$ cat config.mk
export PLATFORM = sky130hd
export DESIGN_NAME = intercept_decider
export DESIGN_NICKNAME = d
export VERILOG_FILES = /design/src/rtl/intercept_decider.sv
export SDC_FILE = /design/constraint.sdc
export NUM_CORES = 1
export LEC_CHECK = 0
export ABC_AREA = 1
export CAP_MARGIN = 20
export CORE_MARGIN = 2
export CORE_UTILIZATION = 47
export CTS_CLUSTER_SIZE = 8
export DETAILED_ROUTE_END_ITERATION = 8
export PLACE_DENSITY = 0.88
export SLEW_MARGIN = 25
export SYNTH_ARGS = -nofsm -noshare
export SYNTH_HDL_FRONTEND = slang
export SYNTH_SLANG_ARGS = --single-unit
$ cat constraint.sdc
create_clock -name clk -period 2.6 [get_ports clk]
set_input_delay 0.39 -clock clk [delete_from_list [all_inputs] [get_ports clk]]
set_output_delay 0.39 -clock clk [all_outputs]
set_load 0.02 [all_outputs]
$ cat src/rtl/intercept_decider.sv
module intercept_decider #(
  parameter int CW = 12,
  parameter int IW = 64,
  parameter logic [CW-1:0] CR_RD_BASE = 12'h000,
  parameter logic [CW-1:0] CR_WR_BASE = 12'h010,
  parameter logic [CW-1:0] DR_RD_BASE = 12'h020,
  parameter logic [CW-1:0] DR_WR_BASE = 12'h030,
  parameter logic [CW-1:0] EXC_BASE   = 12'h040,
  parameter logic [CW-1:0] GEN_BASE   = 12'h060,
  parameter logic [CW-1:0] MSR_CODE   = 12'h07C,
  parameter int CR_CNT  = 9,
  parameter int DR_CNT  = 8,
  parameter int EXC_CNT = 32,
  parameter int GEN_CNT = 64
) (
  input  logic          clk,
  input  logic          rst,
  input  logic          load,
  input  logic          vm_exit,
  input  logic [15:0]   ld_cr_rd,
  input  logic [15:0]   ld_cr_wr,
  input  logic [15:0]   ld_dr_rd,
  input  logic [15:0]   ld_dr_wr,
  input  logic [31:0]   ld_exc,
  input  logic [63:0]   ld_gen,
  input  logic          evt_valid,
  input  logic [CW-1:0] evt_code,
  input  logic [IW-1:0] evt_param,
  output logic          exit_req,
  output logic          msr_fwd,
  output logic [CW-1:0] exit_code,
  output logic [IW-1:0] exit_info
);
  localparam logic [CW-1:0] CR_N  = CW'(CR_CNT);
  localparam logic [CW-1:0] DR_N  = CW'(DR_CNT);
  localparam logic [CW-1:0] EXC_N = CW'(EXC_CNT);
  localparam logic [CW-1:0] GEN_N = CW'(GEN_CNT);

  logic        en;
  logic [15:0] cr_rd, cr_wr, dr_rd, dr_wr;
  logic [31:0] exc;
  logic [63:0] gen;

  wire [CW-1:0] o_crr = evt_code - CR_RD_BASE;
  wire [CW-1:0] o_crw = evt_code - CR_WR_BASE;
  wire [CW-1:0] o_drr = evt_code - DR_RD_BASE;
  wire [CW-1:0] o_drw = evt_code - DR_WR_BASE;
  wire [CW-1:0] o_exc = evt_code - EXC_BASE;
  wire [CW-1:0] o_gen = evt_code - GEN_BASE;

  wire in_crr = o_crr < CR_N;
  wire in_crw = o_crw < CR_N;
  wire in_drr = o_drr < DR_N;
  wire in_drw = o_drw < DR_N;
  wire in_exc = o_exc < EXC_N;
  wire in_gen = (o_gen < GEN_N) && !(in_crr || in_crw || in_drr || in_drw || in_exc);

  logic hit;
  always_comb begin
    if (in_crr)      hit = cr_rd[o_crr[3:0]];
    else if (in_crw) hit = cr_wr[o_crw[3:0]];
    else if (in_drr) hit = dr_rd[o_drr[3:0]];
    else if (in_drw) hit = dr_wr[o_drw[3:0]];
    else if (in_exc) hit = exc[o_exc[4:0]];
    else if (in_gen) hit = gen[o_gen[5:0]];
    else             hit = 1'b0;
  end

  wire is_msr = evt_code == MSR_CODE;
  wire take   = evt_valid && en && hit;
  wire exit_d = take && !is_msr;
  wire fwd_d  = take && is_msr;

  always_ff @(posedge clk) begin
    if (rst) begin
      en <= 1'b0;
      cr_rd <= '0; cr_wr <= '0; dr_rd <= '0; dr_wr <= '0;
      exc <= '0; gen <= '0;
      exit_req <= 1'b0; msr_fwd <= 1'b0;
      exit_code <= '0; exit_info <= '0;
    end else begin
      exit_req <= exit_d;
      msr_fwd  <= fwd_d;
      if (take) begin
        exit_code <= evt_code;
        exit_info <= evt_param;
      end
      if (vm_exit) begin
        en  <= 1'b0;
        exc <= '0;
      end else if (load) begin
        en <= 1'b1;
        cr_rd <= ld_cr_rd; cr_wr <= ld_cr_wr;
        dr_rd <= ld_dr_rd; dr_wr <= ld_dr_wr;
        exc <= ld_exc; gen <= ld_gen;
      end
    end
  end
endmodule

Yosys cells after proc, flatten, opt, wreduce, memory -nomap -nowiden

Cells that the tools add are included.

Add/sub/neg operators: 5
Order comparisons: 12
Equal/unequal tests: 1
Muxes and demuxes: 18
Bitwise logic cells: 1
Reductions and logical operators: 13

Operators by type and width:

| operator                                                               | number |
|---|---|
| 12-bit by 4-bit < comparator with 1-bit output, second input constant  | 4 |
| 12-bit by 6-bit subtractor with 12-bit output, second input constant   | 2 |
| 12-bit by 7-bit subtractor with 12-bit output, second input constant   | 2 |
| 4-bit by 5-bit < comparator with 1-bit output, second input constant   | 4 |
| 1-bit binary-select mux with 4-bit select                              | 4 |
| 12-bit by 7-bit equality test with 1-bit output, second input constant | 1 |
| 12-bit by 6-bit < comparator with 1-bit output, second input constant  | 1 |
| 12-bit by 7-bit < comparator with 1-bit output, second input constant  | 1 |
| 1-bit two-way mux                                                      | 12 |
| 12-bit by 5-bit subtractor with 12-bit output, second input constant   | 1 |
| 6-bit by 7-bit < comparator with 1-bit output, second input constant   | 1 |
| 1-bit binary-select mux with 6-bit select                              | 1 |
| 5-bit by 6-bit < comparator with 1-bit output, second input constant   | 1 |
| 1-bit binary-select mux with 5-bit select                              | 1 |
| 1-bit logical AND                                                      | 5 |
| 1-bit logical OR                                                       | 4 |
| 1-bit logical NOT                                                      | 2 |
| 2-bit AND reduction                                                    | 1 |
| 2-bit OR reduction                                                     | 1 |
| 1-bit inverter                                                         | 1 |

Register bits: 239
Output and inout bits: 78

Longest topological paths before layout

Depth after elaboration: 16
Depth in mapped cells: 20
Mapped depth without buffers: 17

Least setup slack after synthesis

OpenSTA, ideal clock, no wires.

Kind: input to register
Start point: in evt_code[5]
End point: reg exit_info[10]
Library setup time: 0.115 ns
Data arrival time: 2.186 ns
Data required time: 2.485 ns
Setup slack: 0.299 ns
Cell stages on the path: 17
Buffers on the path: 3
Cell sequence: buf_2 -> inv_2 -> ha_1 -> nand2_1 -> xor2_1 -> nor2_1 -> nand2_1 -> nor2_1 -> nor2_1 -> nand3_1 -> nand2_1 -> nand2_1 -> nand4_2 -> buf_4 -> buf_4 -> a21oi_1 -> nor2_1

Cells in the longest elaborated chain, start to end: 15

RTL lines:

| item                                           | line | source |
|---|---|---|
| start, declared                                | 27   | `input logic [CW-1:0] evt_code,` |
| 12-bit by 5-bit subtractor with 12-bit output  | 45   | `wire [CW-1:0] o_crw = evt_code - CR_WR_BASE;` |
| 12-bit by 4-bit < comparator with 1-bit output | 52   | `wire in_crw = o_crw < CR_N;` |
| 1-bit logical OR (4 in series)                 | 56   | `wire in_gen = (o_gen < GEN_N) && !(in_crr \|\| in_crw \|\| in_drr \|\| in_drw \|\| in_exc);` |
| 1-bit logical NOT                              | 56   |  |
| 1-bit logical AND                              | 56   |  |
| 1-bit two-way mux                              | 65   | `else if (in_gen) hit = gen[o_gen[5:0]];` |
| 1-bit two-way mux                              | 64   | `else if (in_exc) hit = exc[o_exc[4:0]];` |
| 1-bit two-way mux                              | 63   | `else if (in_drw) hit = dr_wr[o_drw[3:0]];` |
| 1-bit two-way mux                              | 62   | `else if (in_drr) hit = dr_rd[o_drr[3:0]];` |
| 1-bit two-way mux                              | 61   | `else if (in_crw) hit = cr_wr[o_crw[3:0]];` |
| 1-bit two-way mux (*)                          | 60   | `if (in_crr) hit = cr_rd[o_crr[3:0]];` |
| 1-bit logical AND (*)                          | 70   | `wire take = evt_valid && en && hit;` |
| end signal, assigned                           | 86   | `exit_info <= evt_param;` |
| end, declared                                  | 32   | `output logic [IW-1:0] exit_info` |

Mark *: on every way between the ends. The rest lies on a longest branch, timed or not. The select of a mux whose other input is x is not followed.
A chain may end at the register's enable or synchronous reset.

Worst setup path in the final report

Start point: in evt_code[4]
End point: reg exit_info[45]

Same word-level chain as after synthesis.

==> results.json <==
{
  "synth-seq-cells": 216,
  "drtIter0Drc": 769,
  "via_per_inst": 5.25,
  "max_cap_viol_count": 0,
  "cts_root_buf": "clkbuf_16",
  "insertion_delay_ps": 530,
  "holdWs_ps": 426,
  "synth.avg_cell_area_um2": 6.61,
  "core_um2": 21000,
  "irDropWorstVdd_mv": 0.420,
  "slew_violations": 0,
  "syn_inst": 1511,
  "place_area_um2": 13500,
  "dieArea_um2": 22400,
  "drc": 0,
  "die_w_um": 150,
  "cp_max_fo": 74,
  "setup_tns_ps": 0,
  "grt_overflow": 0,
  "synth_area_leaders": "dfxtp_1 (43%), nor2_1 (12%), nand2_1 (12%)",
  "drive_gt1_share_pct": 7.41,
  "async_flop_share_pct": 0,
  "fin_skew_ps": 19.4,
  "hold_depth": 6,
  "layout_common_cells": "nor2_1 (323), nand2_1 (321), clkdlybuf4s50_1 (292)",
  "setup_violations": 0,
  "synth_top_area_cell": "dfxtp_1",
  "synth_nets": 1756,
  "initial_core_util_pct": 47.7,
  "synth-edff-count": 0,
  "drt_first_pass_iters": 6,
  "synthesis.area_um2": 9990,
  "relSlewSlack_pct": 45.3,
  "cp.required_ps": 3000,
  "rr_worst_depth": 12,
  "synth_ff_type": "dfxtp_1",
  "pwr_density_cell_nw_per_um2": 553,
  "first_global_vias": 10100,
  "r2r-start": "cr_wr[9]",
  "fillers": 1692,
  "worst_pin_slew_ps": 821,
  "ys_seq_area_share_pct": 43.3,
  "synth.top_cell.area_share_pct": 43.3,
  "yosys_warnings": 0,
  "grt_usage_pct": 26.4,
  "antenna_found_initial": 2,
  "routed_wl_um": 31900,
  "crit_path_end_kind": "flip-flop",
  "crit_arrival_ps": 2880,
  "wl_per_cell_um": 15.3,
  "grt_pass1_wl_um": 48400,
  "fmax_mhz": 403,
  "final_nets": 2054,
  "finalHoldViolations": 0,
  "crit_type": "input pin to flip-flop",
  "stdcell_area_um2": 14500,
  "cts_sinks": 216,
  "ys_types": 33,
  "ctsHoldBuffers": 0,
  "tritoncts": "built",
  "grt_max_degree": 100,
  "io_pins": 319,
  "clockBufferDepth": 3,
  "clkSlewWorstSetupHoldPaths_ps": 50,
  "antenna_left": 0,
  "status": "completed",
  "num_vias": 10900,
  "hp-start": "evt_code[6]",
  "final_common_cell": "nor2_1",
  "critPathLaunchType": "input pin",
  "numPortBuffers": 295,
  "leakage_nw": 6.15,
  "fin_crit_ps": 2480,
  "rows": 53,
  "period_share_pct": 95.5,
  "h-tree-depth": 1,
  "cts_made_buffers": 30,
  "min_path_type": "input pin to flip-flop",
  "startpoint": "evt_code[4]",
  "place.gp.congestion": 0.895,
  "hpwl_um": 21600,
  "die_h_um": 150,
  "area_delta_synth_final_pct": 44.7
}
cell usage after synthesis, types with 2 or more instances:
master / n
a32o_1: 2
inv_1: 95
ha_1: 4
clkbuf_1: 67
o21ai_0: 132
nand3_1: 127
buf_2: 25
nand2_1: 323
xor2_1: 5
nand4_1: 4
nor3_1: 4
dfxtp_1: 216
o211ai_1: 2
a21oi_1: 135
buf_6: 10
buf_4: 10
o21ai_1: 4
clkinv_1: 3
nor2_2: 2
nor2_1: 325
inv_2: 4
routing by layer:
metal  up-vias  GRT usage, %  routed length (µm)
met2       560          46.2               15300
li1       5388             -                   -
met5         -             0                   0
met3       108          4.70                2950
met1      4888          32.2               12300
met4         0          10.8                1240
registers in the layout (all words and copies together) (netlist names):
register	cells
exc	32
exit_req	1
exit_info	64
dr_wr	8
cr_rd	9
exit_code	12
cr_wr	16
dr_rd	8
en	1
gen	64
msr_fwd	1
cells by family after synthesis:
logic type	after synthesis	share of synthesized area (%)
adders and majority gates	4	0.501
and+or+nand+nor	790	31.8
DFF	216	43.3
buffers and inverters	216	9.58
AOI/OAI and AO/OA	279	14.3
xor gates and xnor gates	6	0.526
worst max-delay path, stage by stage:
cell,delay [ps]
clkdlybuf4s50_1,480
buf_4,200
nor2_1,180
inv_1,90
nor2_1,160
buf_4,130
nand2_1,60
a2111oi_2,500
nor2_4,90
buf_12,230
a21oi_1,260
nor2_1,100
final timing paths:
kind,to,slack [ps]
hold / removal,exit_code[6],430
setup reg to reg,exit_info[45],480
hold reg to reg,exit_code[9],440
setup / recovery,exit_info[45],120
timing repair:
action                                  CTS  global route
setup buffers                             0             1
resized for setup                         0            17
endpoints found under the setup margin    0            77
area by class of cell:
class / instances / area (µm²) / area share [%]
timing repair buffer: 379 / 3870 / 26.8
inverter: 103 / 393 / 2.72
antenna: 2 / 5.00 / 0.0346
multi-input combinational: 1079 / 4740 / 32.8
tap: 275 / 344 / 2.38
clock buffer: 31 / 776 / 5.37
sequential: 216 / 4320 / 29.9
report_power, final:
part	internal, mW	switching (mW)
combinational	0.570	0.563
clock	2.06	1.30
sequential	3.45	0.0587
total	6.07	1.93
metrics by stage:
| stage | util, % | total power [mW] | setup slack (ps) | instances |
|---|---|---|---|---|
| 6_report | 69.0 | 8.00 | 118 | 2085 |
| 5_1_grt | 69.0 | 8.31 | -42.0 | 2084 |
| 4_1_cts | 67.9 | 8.01 | 27.6 | 2076 |
| 3_5_place_dp | 64.2 | 4.66 | -504 | 2045 |
| 3_3_place_gp | 64.2 | 4.64 | -383 | 2045 |
| 2_1_floorplan | - | 4.08 | 299 | 1511 |
(Power assumes the default switching activity.)
